==> src/rtl/msr_pkg.sv <==
package msr_pkg;
   typedef enum logic [1:0] {
      ST_IDLE = 2'd0,
      ST_PRE  = 2'd1,
      ST_RUN  = 2'd2,
      ST_DONE = 2'd3
   } msr_state_e;

   typedef enum logic [1:0] {
      SEG_POS  = 2'd0,
      SEG_LONG = 2'd1,
      SEG_NEG  = 2'd2
   } msr_seg_e;
endpackage

==> src/rtl/msr_sync.sv <==
module msr_sync #(
   parameter int STAGES = 2
) (
   input  logic clk,
   input  logic rst_n,
   input  logic d,
   output logic q
);
   generate
      if (STAGES < 2) begin : g_bad_stages
         $error("msr_sync: R10 needs at least two stages");
      end
   endgenerate

   logic [STAGES-1:0] sr;

   generate
      for (genvar i = 0; i < STAGES; i++) begin : g_stage
         always_ff @(posedge clk or negedge rst_n) begin
            if (!rst_n) sr[i] <= 1'b0;
            else if (i == 0) sr[i] <= d;
            else sr[i] <= sr[(i == 0) ? 0 : i-1];
         end
      end
   endgenerate

   assign q = sr[STAGES-1];
endmodule

==> src/rtl/msr_phase.sv <==
module msr_phase
   import msr_pkg::*;
#(
   parameter int SHORT_CLKS = 2,
   parameter int LONG_CLKS  = 12,
   localparam int STEP_CLKS = 2*SHORT_CLKS + LONG_CLKS,
   localparam int PW        = $clog2(STEP_CLKS + 1)
) (
   input  logic          clk,
   input  logic          rst_n,
   input  logic          run,
   output logic [PW-1:0] ph,
   output msr_seg_e      seg,
   output logic          sample_tick,
   output logic          step_end
);
   localparam logic [PW-1:0] PH_SAMPLE = PW'(SHORT_CLKS - 1);
   localparam logic [PW-1:0] PH_LONG   = PW'(SHORT_CLKS);
   localparam logic [PW-1:0] PH_TAIL   = PW'(SHORT_CLKS + LONG_CLKS);
   localparam logic [PW-1:0] PH_LAST   = PW'(STEP_CLKS - 1);

   always_ff @(posedge clk or negedge rst_n) begin
      if (!rst_n)        ph <= '0;
      else if (!run)     ph <= '0;
      else if (step_end) ph <= '0;
      else               ph <= ph + 1'b1;
   end

   always_comb begin
      if (ph < PH_LONG)      seg = SEG_POS;
      else if (ph < PH_TAIL) seg = SEG_LONG;
      else                   seg = SEG_NEG;
   end

   assign sample_tick = run && (ph == PH_SAMPLE);
   assign step_end    = run && (ph == PH_LAST);

   a_r4_phase_in_range: assert property (@(posedge clk) disable iff (!rst_n)
      ph <= PH_LAST);
   a_r3_phase_wraps: assert property (@(posedge clk) disable iff (!rst_n)
      step_end |=> (ph == '0));
endmodule

==> src/rtl/msadc_runup.sv <==
module msadc_runup
   import msr_pkg::*;
#(
   parameter int CNT_W       = 16,
   parameter int SHORT_CLKS  = 2,
   parameter int LONG_CLKS   = 12,
   parameter int SYNC_STAGES = 2,
   localparam int STEP_CLKS  = 2*SHORT_CLKS + LONG_CLKS,
   localparam int PW         = $clog2(STEP_CLKS + 1)
) (
   input  logic             clk,
   input  logic             rst_n,
   input  logic             cmd_valid,
   input  logic [CNT_W-1:0] cmd_steps,
   output logic             cmd_ready,
   output logic             pre_req,
   input  logic             pre_ack,
   input  logic             comp_in,
   output logic             sw_in,
   output logic             sw_pos,
   output logic             sw_neg,
   output logic             res_valid,
   output logic [CNT_W-1:0] res_count
);
   generate
      if (LONG_CLKS < 4) begin : g_bad_long
         $error("msadc_runup: R10 long phase must be at least four clocks");
      end
      if (SHORT_CLKS < 1) begin : g_bad_short
         $error("msadc_runup: R10 short phase must be at least one clock");
      end
   endgenerate

   msr_state_e       state;
   logic [CNT_W-1:0] steps_left;
   logic [CNT_W-1:0] down_cnt;
   logic             long_neg;
   logic             idle_neg;
   logic             comp_s;
   logic [PW-1:0]    ph;
   msr_seg_e         seg;
   logic             sample_tick;
   logic             step_end;
   logic             running;

   assign running = (state == ST_RUN);

   msr_sync #(.STAGES(SYNC_STAGES)) u_sync (
      .clk   (clk),
      .rst_n (rst_n),
      .d     (comp_in),
      .q     (comp_s)
   );

   msr_phase #(.SHORT_CLKS(SHORT_CLKS), .LONG_CLKS(LONG_CLKS)) u_phase (
      .clk         (clk),
      .rst_n       (rst_n),
      .run         (running),
      .ph          (ph),
      .seg         (seg),
      .sample_tick (sample_tick),
      .step_end    (step_end)
   );

   always_ff @(posedge clk or negedge rst_n) begin
      if (!rst_n) begin
         state      <= ST_IDLE;
         steps_left <= '0;
         down_cnt   <= '1;
         long_neg   <= 1'b0;
         idle_neg   <= 1'b0;
      end else begin
         unique case (state)
            ST_IDLE: if (cmd_valid) begin
               state      <= ST_PRE;
               steps_left <= cmd_steps;
               idle_neg   <= 1'b0;
            end
            ST_PRE: if (pre_ack) begin
               state    <= ST_RUN;
               down_cnt <= '1;
            end
            ST_RUN: begin
               if (sample_tick) begin
                  long_neg <= comp_s;
                  if (comp_s) down_cnt <= down_cnt - 1'b1;
               end
               if (step_end) begin
                  if (steps_left == '0) state <= ST_DONE;
                  else steps_left <= steps_left - 1'b1;
               end
            end
            ST_DONE: begin
               state    <= ST_IDLE;
               idle_neg <= 1'b1;
            end
            default: state <= ST_IDLE;
         endcase
      end
   end

   assign cmd_ready = (state == ST_IDLE);
   assign pre_req   = (state == ST_PRE);
   assign sw_in     = running;
   assign sw_pos    = running && ((seg == SEG_POS) || (seg == SEG_LONG && !long_neg));
   assign sw_neg    = (running && ((seg == SEG_NEG) || (seg == SEG_LONG && long_neg)))
                    || (state == ST_DONE) || ((state == ST_IDLE) && idle_neg);
   assign res_valid = (state == ST_DONE);
   assign res_count = ~down_cnt;

   a_r6_refs_exclusive: assert property (@(posedge clk) disable iff (!rst_n)
      !(sw_pos && sw_neg));
   a_r2_stall_until_ack: assert property (@(posedge clk) disable iff (!rst_n)
      (pre_req && !pre_ack) |=> (pre_req && !sw_in && !sw_pos && !sw_neg));
   a_r2_start_after_ack: assert property (@(posedge clk) disable iff (!rst_n)
      (pre_req && pre_ack) |=> sw_in);
   a_r7_result_single: assert property (@(posedge clk) disable iff (!rst_n)
      res_valid |=> !res_valid);
   a_r8_neg_held: assert property (@(posedge clk) disable iff (!rst_n)
      res_valid |-> (sw_neg && !sw_in && !sw_pos));
   a_r9_busy_ignores: assert property (@(posedge clk) disable iff (!rst_n)
      (sw_in && cmd_valid) |=> !cmd_ready && !pre_req);
endmodule

==> config.mk <==
export PLATFORM = sky130hd
export DESIGN_NAME = msadc_runup
export DESIGN_NICKNAME = d
export VERILOG_FILES = /design/src/rtl/msr_pkg.sv /design/src/rtl/msr_sync.sv /design/src/rtl/msr_phase.sv /design/src/rtl/msadc_runup.sv
export SDC_FILE = /design/constraint.sdc
export NUM_CORES = 1
export LEC_CHECK = 0
export ABC_AREA = 1
export BUFFER_PORTS_ARGS = -buffer_cell sky130_fd_sc_hd__buf_4
export CAP_MARGIN = 30
export CORE_ASPECT_RATIO = 1.75
export CORE_MARGIN = 5
export CORE_UTILIZATION = 57
export DETAILED_ROUTE_END_ITERATION = 16
export PLACE_DENSITY_LB_ADDON = 0.15
export SYNTH_ARGS = -nofsm -noshare
export SYNTH_HDL_FRONTEND = slang
export SYNTH_HIERARCHICAL = 1
export SYNTH_SLANG_ARGS = --single-unit
==> constraint.sdc <==
create_clock -name clk -period 2.35 [get_ports clk]
set_input_delay 0.235 -clock clk [delete_from_list [all_inputs] [get_ports clk]]
set_output_delay 0.235 -clock clk [all_outputs]
set_load 0.01 [all_outputs]
==> metrics.md <==
| Metric | Value |
|---|---|
| Outcome | `finished clean` |
| Vias/cell | `5.303` |
| # diodes | `0` |
| Row count | `33` |
| FMAX | `453.4 MHz` |
| Flop pwr share | `33.6%` |
| RSZ-0062 raised after global routing | `no` |
| Largest net degree at the start of global routing | `44` |
| Met2 Wirelength | `3626 microns` |
| Post-route ant nets | `0` |
| Die Y-Extent | `102.8 microns` |
| Initial antenna violation count | `0` |
| First-pass GRT wire length | `11450 microns` |
| I/O pin total | `43` |
| Mapped Avg Cell Area | `6.848 sq um` |
| Clk buf depth | `2` |
| Hold Crit Class | `input port to flip-flop` |
| DP Worst Slack | `0.3260 ns` |
| Comb power frac | `54.7%` |
| WL met1 | `2503 microns` |
| Clock power frac | `11.7%` |
| Port bufs | `42` |
| Total track usage | `21.63%` |
| DP HPWL | `5009 microns` |
| Psw | `1.866 mW` |
| Area Growth Syn to Fin | `15.69%` |
| Switching Fraction | `47.73%` |
| Final max-slew violation count | `0` |
| Setup Viol. Count Final | `0` |
| Number of DRC markers in iteration 0 | `146` |
| Internal Power | `2.044 mW` |
| Clock-pin slew on the worst setup and hold paths | `0.08 ns` |
| Relative slew slack | `55.15%` |
| CTS buffer count | `5` |
| Hold Fails Final Rpt | `0` |
| Setup bufs post-CTS | `0` |
| TritonCTS clock tree | `done` |
| Tcrit/Tclk final | `93.85%` |
| Layout Cells excl Fill | `508` |
| Vias in the first global route | `2753` |
| Synth Register Bits | `43` |
| Peak supply drop | `1.041 mV` |
| Required time worst endpoint | `2.12 ns` |
| Die ar. | `6485 sq um` |
| CP Launch Type | `flip-flop` |
| CP Max Fanout | `18` |
| Layout cell share with drive strength beyond 1 | `19.52%` |
| Clk_skew | `0.004947 ns` |
| Routability cong. | `0.8588` |
| Sink Count | `43` |
| Net Count, Synth | `439` |
| Classification of the worst setup path | `flip-flop to output pin` |
| Tmin final | `2.206 ns` |
| Drt total wl | `6567 microns` |
| Core area | `4748 sq um` |
| Worst EP arrival | `1.97 ns` |
| Top Layer Used | `met4` |
| CTS resizes | `0` |
| Drt wl/cell | `12.93 microns` |
| Leak | `1.718 nW` |
| Die width | `63.06 microns` |
| Met3 routed WL | `260 microns` |
| Vias | `2694` |
| Yosys cell types | `30` |
| Register area share after synthesis | `39.04%` |
| Pwr Density | `1204 nW/um^2` |
| Total power | `3.910 mW` |
| Post-Syn Area | `2808 sq um` |
| First-pass DRT Iterations | `4` |
| Nets | `484` |
| Warnings from Yosys | `6` |
| H-tree depth | `2` |
| Clock latency on the worst-skew pair | `0.29 ns` |
| Setup WS post-layout | `0.1444 ns` |
| Post-Synthesis Cells | `410` |
| Crit. End Element | `output pin` |
| Worst Max-Slew Pin Slew | `0.6676 ns` |
| Setup_tns | `0 ns` |
| Maxcap violations | `0` |
| DRC | `0` |
| Root Buffer | `clkbuf_8` |
| Placed Cells | `499` |
| Initial core utilization | `59.13%` |
| Remaining Overflow, GRT | `0` |
-- metal layers --
metal | global-route usage, % | vias up
met3 | 3.490 | 17
met2 | 40.95 | 57
met5 | 0 | -
met4 | 11.11 | 0
met1 | 22.61 | 1238
li1 | - | 1382
-- synth_stat cells --
cell type / n / area [sq um]
nand2_2: 3 / 18.77
buf_2: 4 / 20.02
xor2_1: 3 / 26.28
nor4_1: 1 / 6.260
buf_4: 1 / 7.510
a221o_1: 1 / 10.01
nor3_1: 2 / 10.01
inv_2: 3 / 11.26
o21ai_0: 17 / 85.08
nor2_2: 5 / 31.28
nand3b_1: 1 / 7.510
or2_2: 1 / 6.260
xnor2_1: 1 / 8.760
nand2_1: 129 / 484.2
o21ai_2: 6 / 52.55
dfrtp_1: 27 / 675.7
a31oi_1: 1 / 6.260
a21oi_1: 5 / 25.02
nand4_1: 6 / 37.54
nand4_2: 2 / 25.02
nand3_1: 54 / 270.3
o22ai_1: 1 / 6.260
clkbuf_1: 1 / 3.750
buf_6: 2 / 22.52
ha_1: 8 / 100.1
dfstp_2: 16 / 420.4
inv_1: 50 / 187.7
nor2_1: 53 / 198.9
nor2_4: 2 / 22.52
o21ai_1: 4 / 20.02
-- layout by cell type (no fill, tap or decap), types with 5 or more instances in the layout --
master	netlist	routed
o21ai_2	6	6
dfrtp_1	27	27
nand4_1	6	6
a21oi_1	5	5
ha_1	8	8
nand3_1	54	54
clkbuf_8	0	5
nor2_1	53	53
nor2_2	5	5
o21ai_0	17	17
buf_4	1	45
inv_1	50	50
nand2_1	129	129
dfstp_2	16	16
-- power groups by stage --
stage / clock (mW) / combinational (mW) / sequential (mW)
final: 0.457 / 2.14 / 1.31
after detailed placement: 0 / 2.14 / 1.32
after floorplan: 0 / 1.60 / 1.26
after CTS: 0.470 / 2.16 / 1.31
after global placement: 0 / 2.08 / 1.31
after global routing: 0.512 / 2.47 / 1.35
-- final timing paths --
check | slack, ns | cells past startpoint | endpoint | start
setup / recovery | 0.14 | 8 | sw_neg | state[0]
hold / removal | 0.04 | 1 | u_sync/sr[0] | comp_in
setup reg to reg | 0.30 | 9 | steps_left[0] | state[0]
hold reg to reg | 0.36 | 0 | u_sync/q | u_sync/sr[0]
max in group asynchronous | 1.52 | 2 | down_cnt[0] | rst_n
min in group asynchronous | 0.46 | 2 | u_phase/ph[3] | rst_n
-- state kept, by name, indices dropped and copies added (netlist names) --
| name | count |
|---|---|
| u_sync/q | 1 |
| idle_neg | 1 |
| long_neg | 1 |
| down_cnt | 16 |
| u_phase/ph | 5 |
| u_sync/sr | 1 |
| state | 2 |
| steps_left | 16 |
-- per-stage QoR --
step           cell area, sq um  hold slack [ns]  util (%)
6_report                   3248          0.04350     68.41
5_1_grt                    3248          0.02846     68.41
4_1_cts                    3248          0.03574     68.41
3_5_place_dp               3157           0.2600     66.48
3_3_place_gp               3157           0.2583     66.48
2_1_floorplan              2808         -0.06059         -
-- critical path, cell delays in order, from the launching register on --
cell and delay, ns:
dfrtp_1 0.40, inv_1 0.08, ha_1 0.24, buf_4 0.18, inv_2 0.05, buf_4 0.22
a21oi_1 0.06, a221o_1 0.29, buf_4 0.14
-- cell families (layout without fill, tap and decap cells) --
logic type	Yosys count	in the layout	share of synthesized area, %
XOR/XNOR	4	4	1.248
buffers and inverters	61	107	9.002
AO/OA/AOI/OAI	35	35	7.308
AND/OR/NAND/NOR	259	259	39.84
flip-flops	43	43	39.04
adder cells (fa/ha/maj)	8	8	3.565
-- layout make-up --
type | instances | area [sq um]
repair buffers | 46 | 347.8
multi-input cells | 306 | 1459
inverters | 53 | 198.9
flip-flops and latches | 43 | 1096
fillers | 455 | 1500
clock inverters | 1 | 5.005
clock buffers | 7 | 76.32
well taps | 52 | 65.06
-- repair_timing --
| item | CTS | global route |
|---|---|---|
| hold buffers | 1 | 0 |
| hold endpoints to repair | 27 | 0 |
| endpoints found under the setup margin | 0 | 0 |
No activity file was read; power rests on OpenSTA's default activity.
